--- src/rtl/lsm_pkg.sv ---
package lsm_pkg;
  typedef enum logic [1:0] {
    CAUSE_NONE   = 2'd0,
    CAUSE_DOUBLE = 2'd1,
    CAUSE_DROP   = 2'd2,
    CAUSE_STALL  = 2'd3
  } violCause_e;

  typedef enum logic [1:0] {
    ST_IDLE  = 2'd0,
    ST_AWAIT = 2'd1,
    ST_HALT  = 2'd2
  } monState_e;

  typedef struct packed {
    logic       loadPend;
    logic       raise;
    logic       clear;
    violCause_e cause;
  } lsmStrobe_t;
endpackage

--- src/rtl/lsm_ctrl.sv ---
module lsm_ctrl
  import lsm_pkg::*;
#(
  parameter int CNT_W = 8
) (
  input  logic             clk,
  input  logic             rstN,
  input  logic             rdStb,
  input  logic             wrStb,
  input  logic             busLock,
  input  logic [CNT_W-1:0] stallLimit,
  input  logic             clearViol,
  output lsmStrobe_t       strobe
);
  localparam logic [CNT_W-1:0] CNT_MAX = {CNT_W{1'b1}};

  monState_e        stateQ, stateD;
  logic [CNT_W-1:0] quietCnt;
  logic             quiet, lockedRd, lockedWr, stallHit;

  assign quiet    = busLock && !rdStb && !wrStb;
  assign lockedRd = busLock && rdStb;
  assign lockedWr = busLock && wrStb && !rdStb;
  assign stallHit = quiet && (stallLimit != '0) &&
                    ({1'b0, quietCnt} + 1'b1 == {1'b0, stallLimit});

  always_comb begin
    stateD = stateQ;
    strobe = '{loadPend: 1'b0, raise: 1'b0, clear: 1'b0, cause: CAUSE_NONE};
    if (clearViol) begin
      stateD       = ST_IDLE;
      strobe.clear = 1'b1;
    end else begin
      unique case (stateQ)
        ST_IDLE: begin
          if (lockedRd) begin
            stateD          = ST_AWAIT;
            strobe.loadPend = 1'b1;
          end else if (stallHit) begin
            stateD       = ST_HALT;
            strobe.raise = 1'b1;
            strobe.cause = CAUSE_STALL;
          end
        end
        ST_AWAIT: begin
          if (lockedRd) begin
            stateD       = ST_HALT;
            strobe.raise = 1'b1;
            strobe.cause = CAUSE_DOUBLE;
          end else if (lockedWr) begin
            stateD = ST_IDLE;
          end else if (!busLock) begin
            stateD       = ST_HALT;
            strobe.raise = 1'b1;
            strobe.cause = CAUSE_DROP;
          end else if (stallHit) begin
            stateD       = ST_HALT;
            strobe.raise = 1'b1;
            strobe.cause = CAUSE_STALL;
          end
        end
        default: stateD = ST_HALT;
      endcase
    end
  end

  always_ff @(posedge clk or negedge rstN) begin
    if (!rstN) begin
      stateQ   <= ST_IDLE;
      quietCnt <= '0;
    end else begin
      stateQ <= stateD;
      if (clearViol || !quiet || stallHit || stateQ == ST_HALT)
        quietCnt <= '0;
      else if (quietCnt != CNT_MAX)
        quietCnt <= quietCnt + 1'b1;
    end
  end


  open_on_locked_read_chk: assert property (@(posedge clk) disable iff (!rstN)
    (stateQ == ST_IDLE && !clearViol && busLock && rdStb) |=> stateQ == ST_AWAIT);


  halt_holds_chk: assert property (@(posedge clk) disable iff (!rstN)
    (stateQ == ST_HALT && !clearViol) |=> stateQ == ST_HALT);


  clear_to_idle_chk: assert property (@(posedge clk) disable iff (!rstN)
    clearViol |=> stateQ == ST_IDLE);
endmodule

--- src/rtl/lsm_dpath.sv ---
module lsm_dpath
  import lsm_pkg::*;
#(
  parameter int ADDR_W = 16
) (
  input  logic              clk,
  input  logic              rstN,
  input  logic [ADDR_W-1:0] busAddr,
  input  lsmStrobe_t        strobe,
  input  logic              clearViol,
  output logic              violSticky,
  output logic              violPulse,
  output violCause_e        violCause,
  output logic [ADDR_W-1:0] violAddr
);
  logic [ADDR_W-1:0] pendAddr;

  always_ff @(posedge clk or negedge rstN) begin
    if (!rstN) begin
      pendAddr   <= '0;
      violSticky <= 1'b0;
      violPulse  <= 1'b0;
      violCause  <= CAUSE_NONE;
      violAddr   <= '0;
    end else begin
      violPulse <= 1'b0;
      if (strobe.loadPend) pendAddr <= busAddr;
      if (strobe.clear) begin
        violSticky <= 1'b0;
        violCause  <= CAUSE_NONE;
        violAddr   <= '0;
      end else if (strobe.raise) begin
        violSticky <= 1'b1;
        violPulse  <= 1'b1;
        violCause  <= strobe.cause;
        violAddr   <= (strobe.cause == CAUSE_DOUBLE) ? busAddr : pendAddr;
      end
    end
  end


  pulse_single_chk: assert property (@(posedge clk) disable iff (!rstN)
    violPulse |=> !violPulse);


  sticky_hold_chk: assert property (@(posedge clk) disable iff (!rstN)
    (violSticky && !clearViol) |=> (violSticky && $stable(violAddr) && $stable(violCause)));


  pulse_flag_chk: assert property (@(posedge clk) disable iff (!rstN)
    violPulse |-> (violSticky && violCause != CAUSE_NONE));


  clear_zero_chk: assert property (@(posedge clk) disable iff (!rstN)
    clearViol |=> (!violSticky && violAddr == '0));
endmodule

--- src/rtl/lock_seq_monitor.sv ---
module lock_seq_monitor
  import lsm_pkg::*;
#(
  parameter int ADDR_W = 16,
  parameter int CNT_W  = 8
) (
  input  logic              clk,
  input  logic              rstN,
  input  logic              rdStb,
  input  logic              wrStb,
  input  logic [ADDR_W-1:0] busAddr,
  input  logic              busLock,
  input  logic [CNT_W-1:0]  stallLimit,
  input  logic              clearViol,
  output logic              violSticky,
  output logic              violPulse,
  output logic [1:0]        violCause,
  output logic [ADDR_W-1:0] violAddr
);
  lsmStrobe_t strobe;
  violCause_e causeQ;

  lsm_ctrl #(.CNT_W(CNT_W)) ctrl_i (
    .clk(clk), .rstN(rstN), .rdStb(rdStb), .wrStb(wrStb), .busLock(busLock),
    .stallLimit(stallLimit), .clearViol(clearViol), .strobe(strobe)
  );

  lsm_dpath #(.ADDR_W(ADDR_W)) dpath_i (
    .clk(clk), .rstN(rstN), .busAddr(busAddr), .strobe(strobe),
    .clearViol(clearViol), .violSticky(violSticky), .violPulse(violPulse),
    .violCause(causeQ), .violAddr(violAddr)
  );

  assign violCause = causeQ;
endmodule

--- config.mk ---
export PLATFORM = sky130hd
export DESIGN_NAME = lock_seq_monitor
export DESIGN_NICKNAME = d
export VERILOG_FILES = /design/src/rtl/lsm_pkg.sv /design/src/rtl/lsm_ctrl.sv /design/src/rtl/lsm_dpath.sv /design/src/rtl/lock_seq_monitor.sv
export SDC_FILE = /design/constraint.sdc
export NUM_CORES = 1
export LEC_CHECK = 0
export BUFFER_PORTS_ARGS = -buffer_cell sky130_fd_sc_hd__buf_2
export CAP_MARGIN = 5
export CORE_ASPECT_RATIO = 1.1
export CORE_MARGIN = 4
export CORE_UTILIZATION = 49
export DETAILED_ROUTE_END_ITERATION = 12
export HOLD_SLACK_MARGIN = 0.06
export PLACE_DENSITY = 0.78
export SLEW_MARGIN = 20
export SYNTH_ARGS = -nofsm -noshare
export SYNTH_HDL_FRONTEND = slang
export SYNTH_SLANG_ARGS = --single-unit
export TNS_END_PERCENT = 100
--- constraint.sdc ---
create_clock -name clk -period 3.1 [get_ports clk]
set_clock_uncertainty 0.2 [all_clocks]
set_input_delay 0.62 -clock clk [delete_from_list [all_inputs] [get_ports clk]]
set_output_delay 0.62 -clock clk [all_outputs]
set_load 0.02 [all_outputs]
==> impl_metrics.toml <==
[clocking]
clockBufferDepth = 2
cts-resized-gates = 0
cts_root_buf = "clkbuf_8"
clkSinkCount = 46
numCtsBuffers = 5
cts_hold_buffers = 0
post_cts_buffers = 0
cts.clk_slew.worst_paths_ns = 0.09
htree_levels = 2
cts_tree = "yes"
clkLatencyLatePin_ns = 0.29

[layout]
num_antenna_cells = 0
design_area_um2 = 2801
nets = 294
postLayoutCoreUtil_pct = 59.80
fin_cells = 320
final_layout_size_suffix_gt1_share_pct = 33.33
synthToLayoutAreaGrowth_pct = 17.29

[worst_setup_path]
crit_arrival_ns = 2.93
end_kind = "flop"
critPathKind = "reg2reg"
worstReg2RegStart = "ctrl_i.quietCnt[0]"
reg2reg_slack_ns = 0.14
r2r_end = "dpath_i.violAddr[8]"
rr_worst_depth = 8
crit_path_start_kind = "flop"
crit_fanout = 17
crit_required_ns = 3.07

[timing]
post-route-period-util_pct = 95.59
max_freq_ghz = 0.3375
slew_headroom_pct = 53.47
min_period_ns = 2.963
slew_violations = 0
final_hold_viol_count = 0
rsz0062_at_grt = "false"
setup_tns_ns = 0
setup_violations = 0
fin_ws_ns = 0.1366
tightest_slew_ns = 0.6980

[run]
max_cap_violations = 0

[place]
place_ws_ns = 0.1600
dp_hpwl_um = 3716
placed_area_um2 = 2706
numPortBuffers = 49
dp_cells = 312
gp_congestion = 0.9067

[floorplanning]
floorplan.initialDensity_pct = 50.99
die_y_um = 81.23
rows = 26
core_area_um2 = 4684
die_x_um = 74.57
pin_count = 50
die_area_um2 = 6057

[yosys]
synthFlopType = "dfrtp_1"
yosysUniqueCellTypes = 46
synth.ff_latch_count = 46
syn_inst = 212
ys_seq_area_share_pct = 48.19
syn-num-nets = 243
async_flop_share_pct = 100.0
syn-cell-area_um2 = 2389
synth_enable_flop_cells = 0
yosysWarnings = 0
syn_avg_cell_area_um2 = 11.27

[pwr]
pwr-share-comb_pct = 16.1
p_switching_uw = 336.8
p_clk_share_pct = 29.8
p_leak_nw = 1.353
p_per_area_nw_per_um2 = 458.9
p_seq_share_pct = 54.1
vdd_drop_max_mv = 0.2887
p_int_uw = 948.6
sw_frac_of_total_pct = 26.20

[routing]
drt_iter0_drc = 94
met1_length_um = 2235
wl_per_cell_um = 16.17
viasPerCell = 5.694
dr.pass1.iters = 5
wl_met2_um = 2672
drt_wl_total_um = 5173
drc = 0
route.met3.wl_um = 203
highest_layer = "met4"
postRouteAntennaNets = 0
dr_total_vias = 1822

[global_route]
grt_first_pass_wirelength_um = 8459
grt_start_max_net_pins = 32
grt-ovfl-total = 0
track_usage_pct = 18.23
grt_pass1_vias = 1887
antenna_found_initial = 0

[worst_hold_path]
hp-class = "in2async"

[outcome]
status = "completed"
==> logic make-up (layout without fill, tap and decap cells) <==
logic type	count (synthesis)	after routing	synth area share, %
compound gates	44	44	14.25
xor+xnor	12	12	4.400
fa+ha+maj	1	1	0.5238
buf+inv	18	70	3.562
flops	46	46	48.19
mux	33	33	14.67
simple gates	58	58	14.41
==> state kept, by name, indices dropped and copies added (netlist names) <==
register	count
ctrl_i.quietCnt	8
dpath_i.violPulse	1
ctrl_i.stateQ	2
dpath_i.pendAddr	16
dpath_i.violSticky	1
dpath_i.violAddr	16
dpath_i.violCause	2
==> power groups by stage <==
stage,Sequential (mW),Clock [mW],Combinational (mW)
after floorplan,0.714,0,0.120
after global placement,0.704,0,0.203
after detailed placement,0.706,0,0.208
after CTS,0.695,0.397,0.210
after global routing,0.704,0.416,0.233
final,0.695,0.383,0.207
==> placed cells by master (no fill, tap or decap), types with 6 or more instances in the layout <==
cell,netlist,final
xnor2_1,6,6
a22oi_1,16,16
nor2_1,9,9
inv_1,6,6
xor2_1,6,6
nand2b_1,18,18
mux2i_1,17,17
mux2_2,16,16
clkbuf_8,0,6
a21oi_1,9,9
buf_4,2,7
dfrtp_1,46,46
buf_2,2,49
==> worst max-delay path: stages, from the launching register on <==
cell and delay, ns:
dfrtp_1 0.43, ha_1 0.31, xor2_1 0.21, a211oi_1 0.24
o32ai_1 0.18, or4b_4 0.55, o41ai_4 0.32, buf_4 0.27
a22oi_1 0.12
==> worst max-delay path by stage <==
stage | cells after the start | start | to | slack (ns)
floorplan | 9 | ctrl_i.quietCnt[0] | dpath_i.violAddr[15] | 0.23
global placement | 8 | ctrl_i.quietCnt[0] | dpath_i.violAddr[12] | 0.21
detailed placement | 8 | ctrl_i.quietCnt[0] | dpath_i.violAddr[11] | 0.16
CTS | 8 | ctrl_i.quietCnt[0] | dpath_i.violAddr[8] | 0.14
global route | 8 | ctrl_i.quietCnt[0] | dpath_i.violAddr[4] | 0.02
finish | 8 | ctrl_i.quietCnt[0] | dpath_i.violAddr[8] | 0.14
==> cell usage after synthesis (all sizes together), types with 2 or more instances <==
library cell	number	area, µm²
a2111oi	2	17.52
a22oi	16	120.1
o21a	2	15.01
mux2	16	180.2
nor4	4	25.02
or3	2	12.51
dfrtp	46	1151
xnor2	6	52.55
and2	4	26.28
o21ai	2	10.01
nor3	5	30.03
a21oi	10	53.80
mux2i	17	170.2
xor2	6	52.55
inv	6	22.52
clkbuf	7	26.28
nand2b	18	112.6
and3	2	12.51
nand3	2	10.01
buf	5	36.28
nand2	4	15.01
nor2	9	33.78
and4	2	17.52
nand4	2	12.51
==> cell type report <==
cell class	instances	area [µm²]
clock buffer	7	86.33
timing repair buffer	56	297.8
inverter	6	22.52
clock inverter	1	8.758
tap	56	70.07
sequential	46	1151
multi-input combinational	148	1165
fill	418	1883
==> per-stage QoR <==
stage               total power, mW  hold slack (ns)
floorplan                    0.8337           0.1244
global placement             0.9074           0.2878
detailed placement           0.9142           0.2947
CTS                           1.302           0.1917
global route                  1.353           0.2139
finish                        1.285           0.1642
==> per-layer routing <==
| layer | vias to the layer above | track usage [%] |
|---|---|---|
| met5 | - | 0 |
| met4 | 0 | 5.694 |
| met3 | 6 | 3.218 |
| met2 | 53 | 32.25 |
| met1 | 889 | 22.35 |
| li1 | 874 | - |
Power figures use the tool's default switching activity.
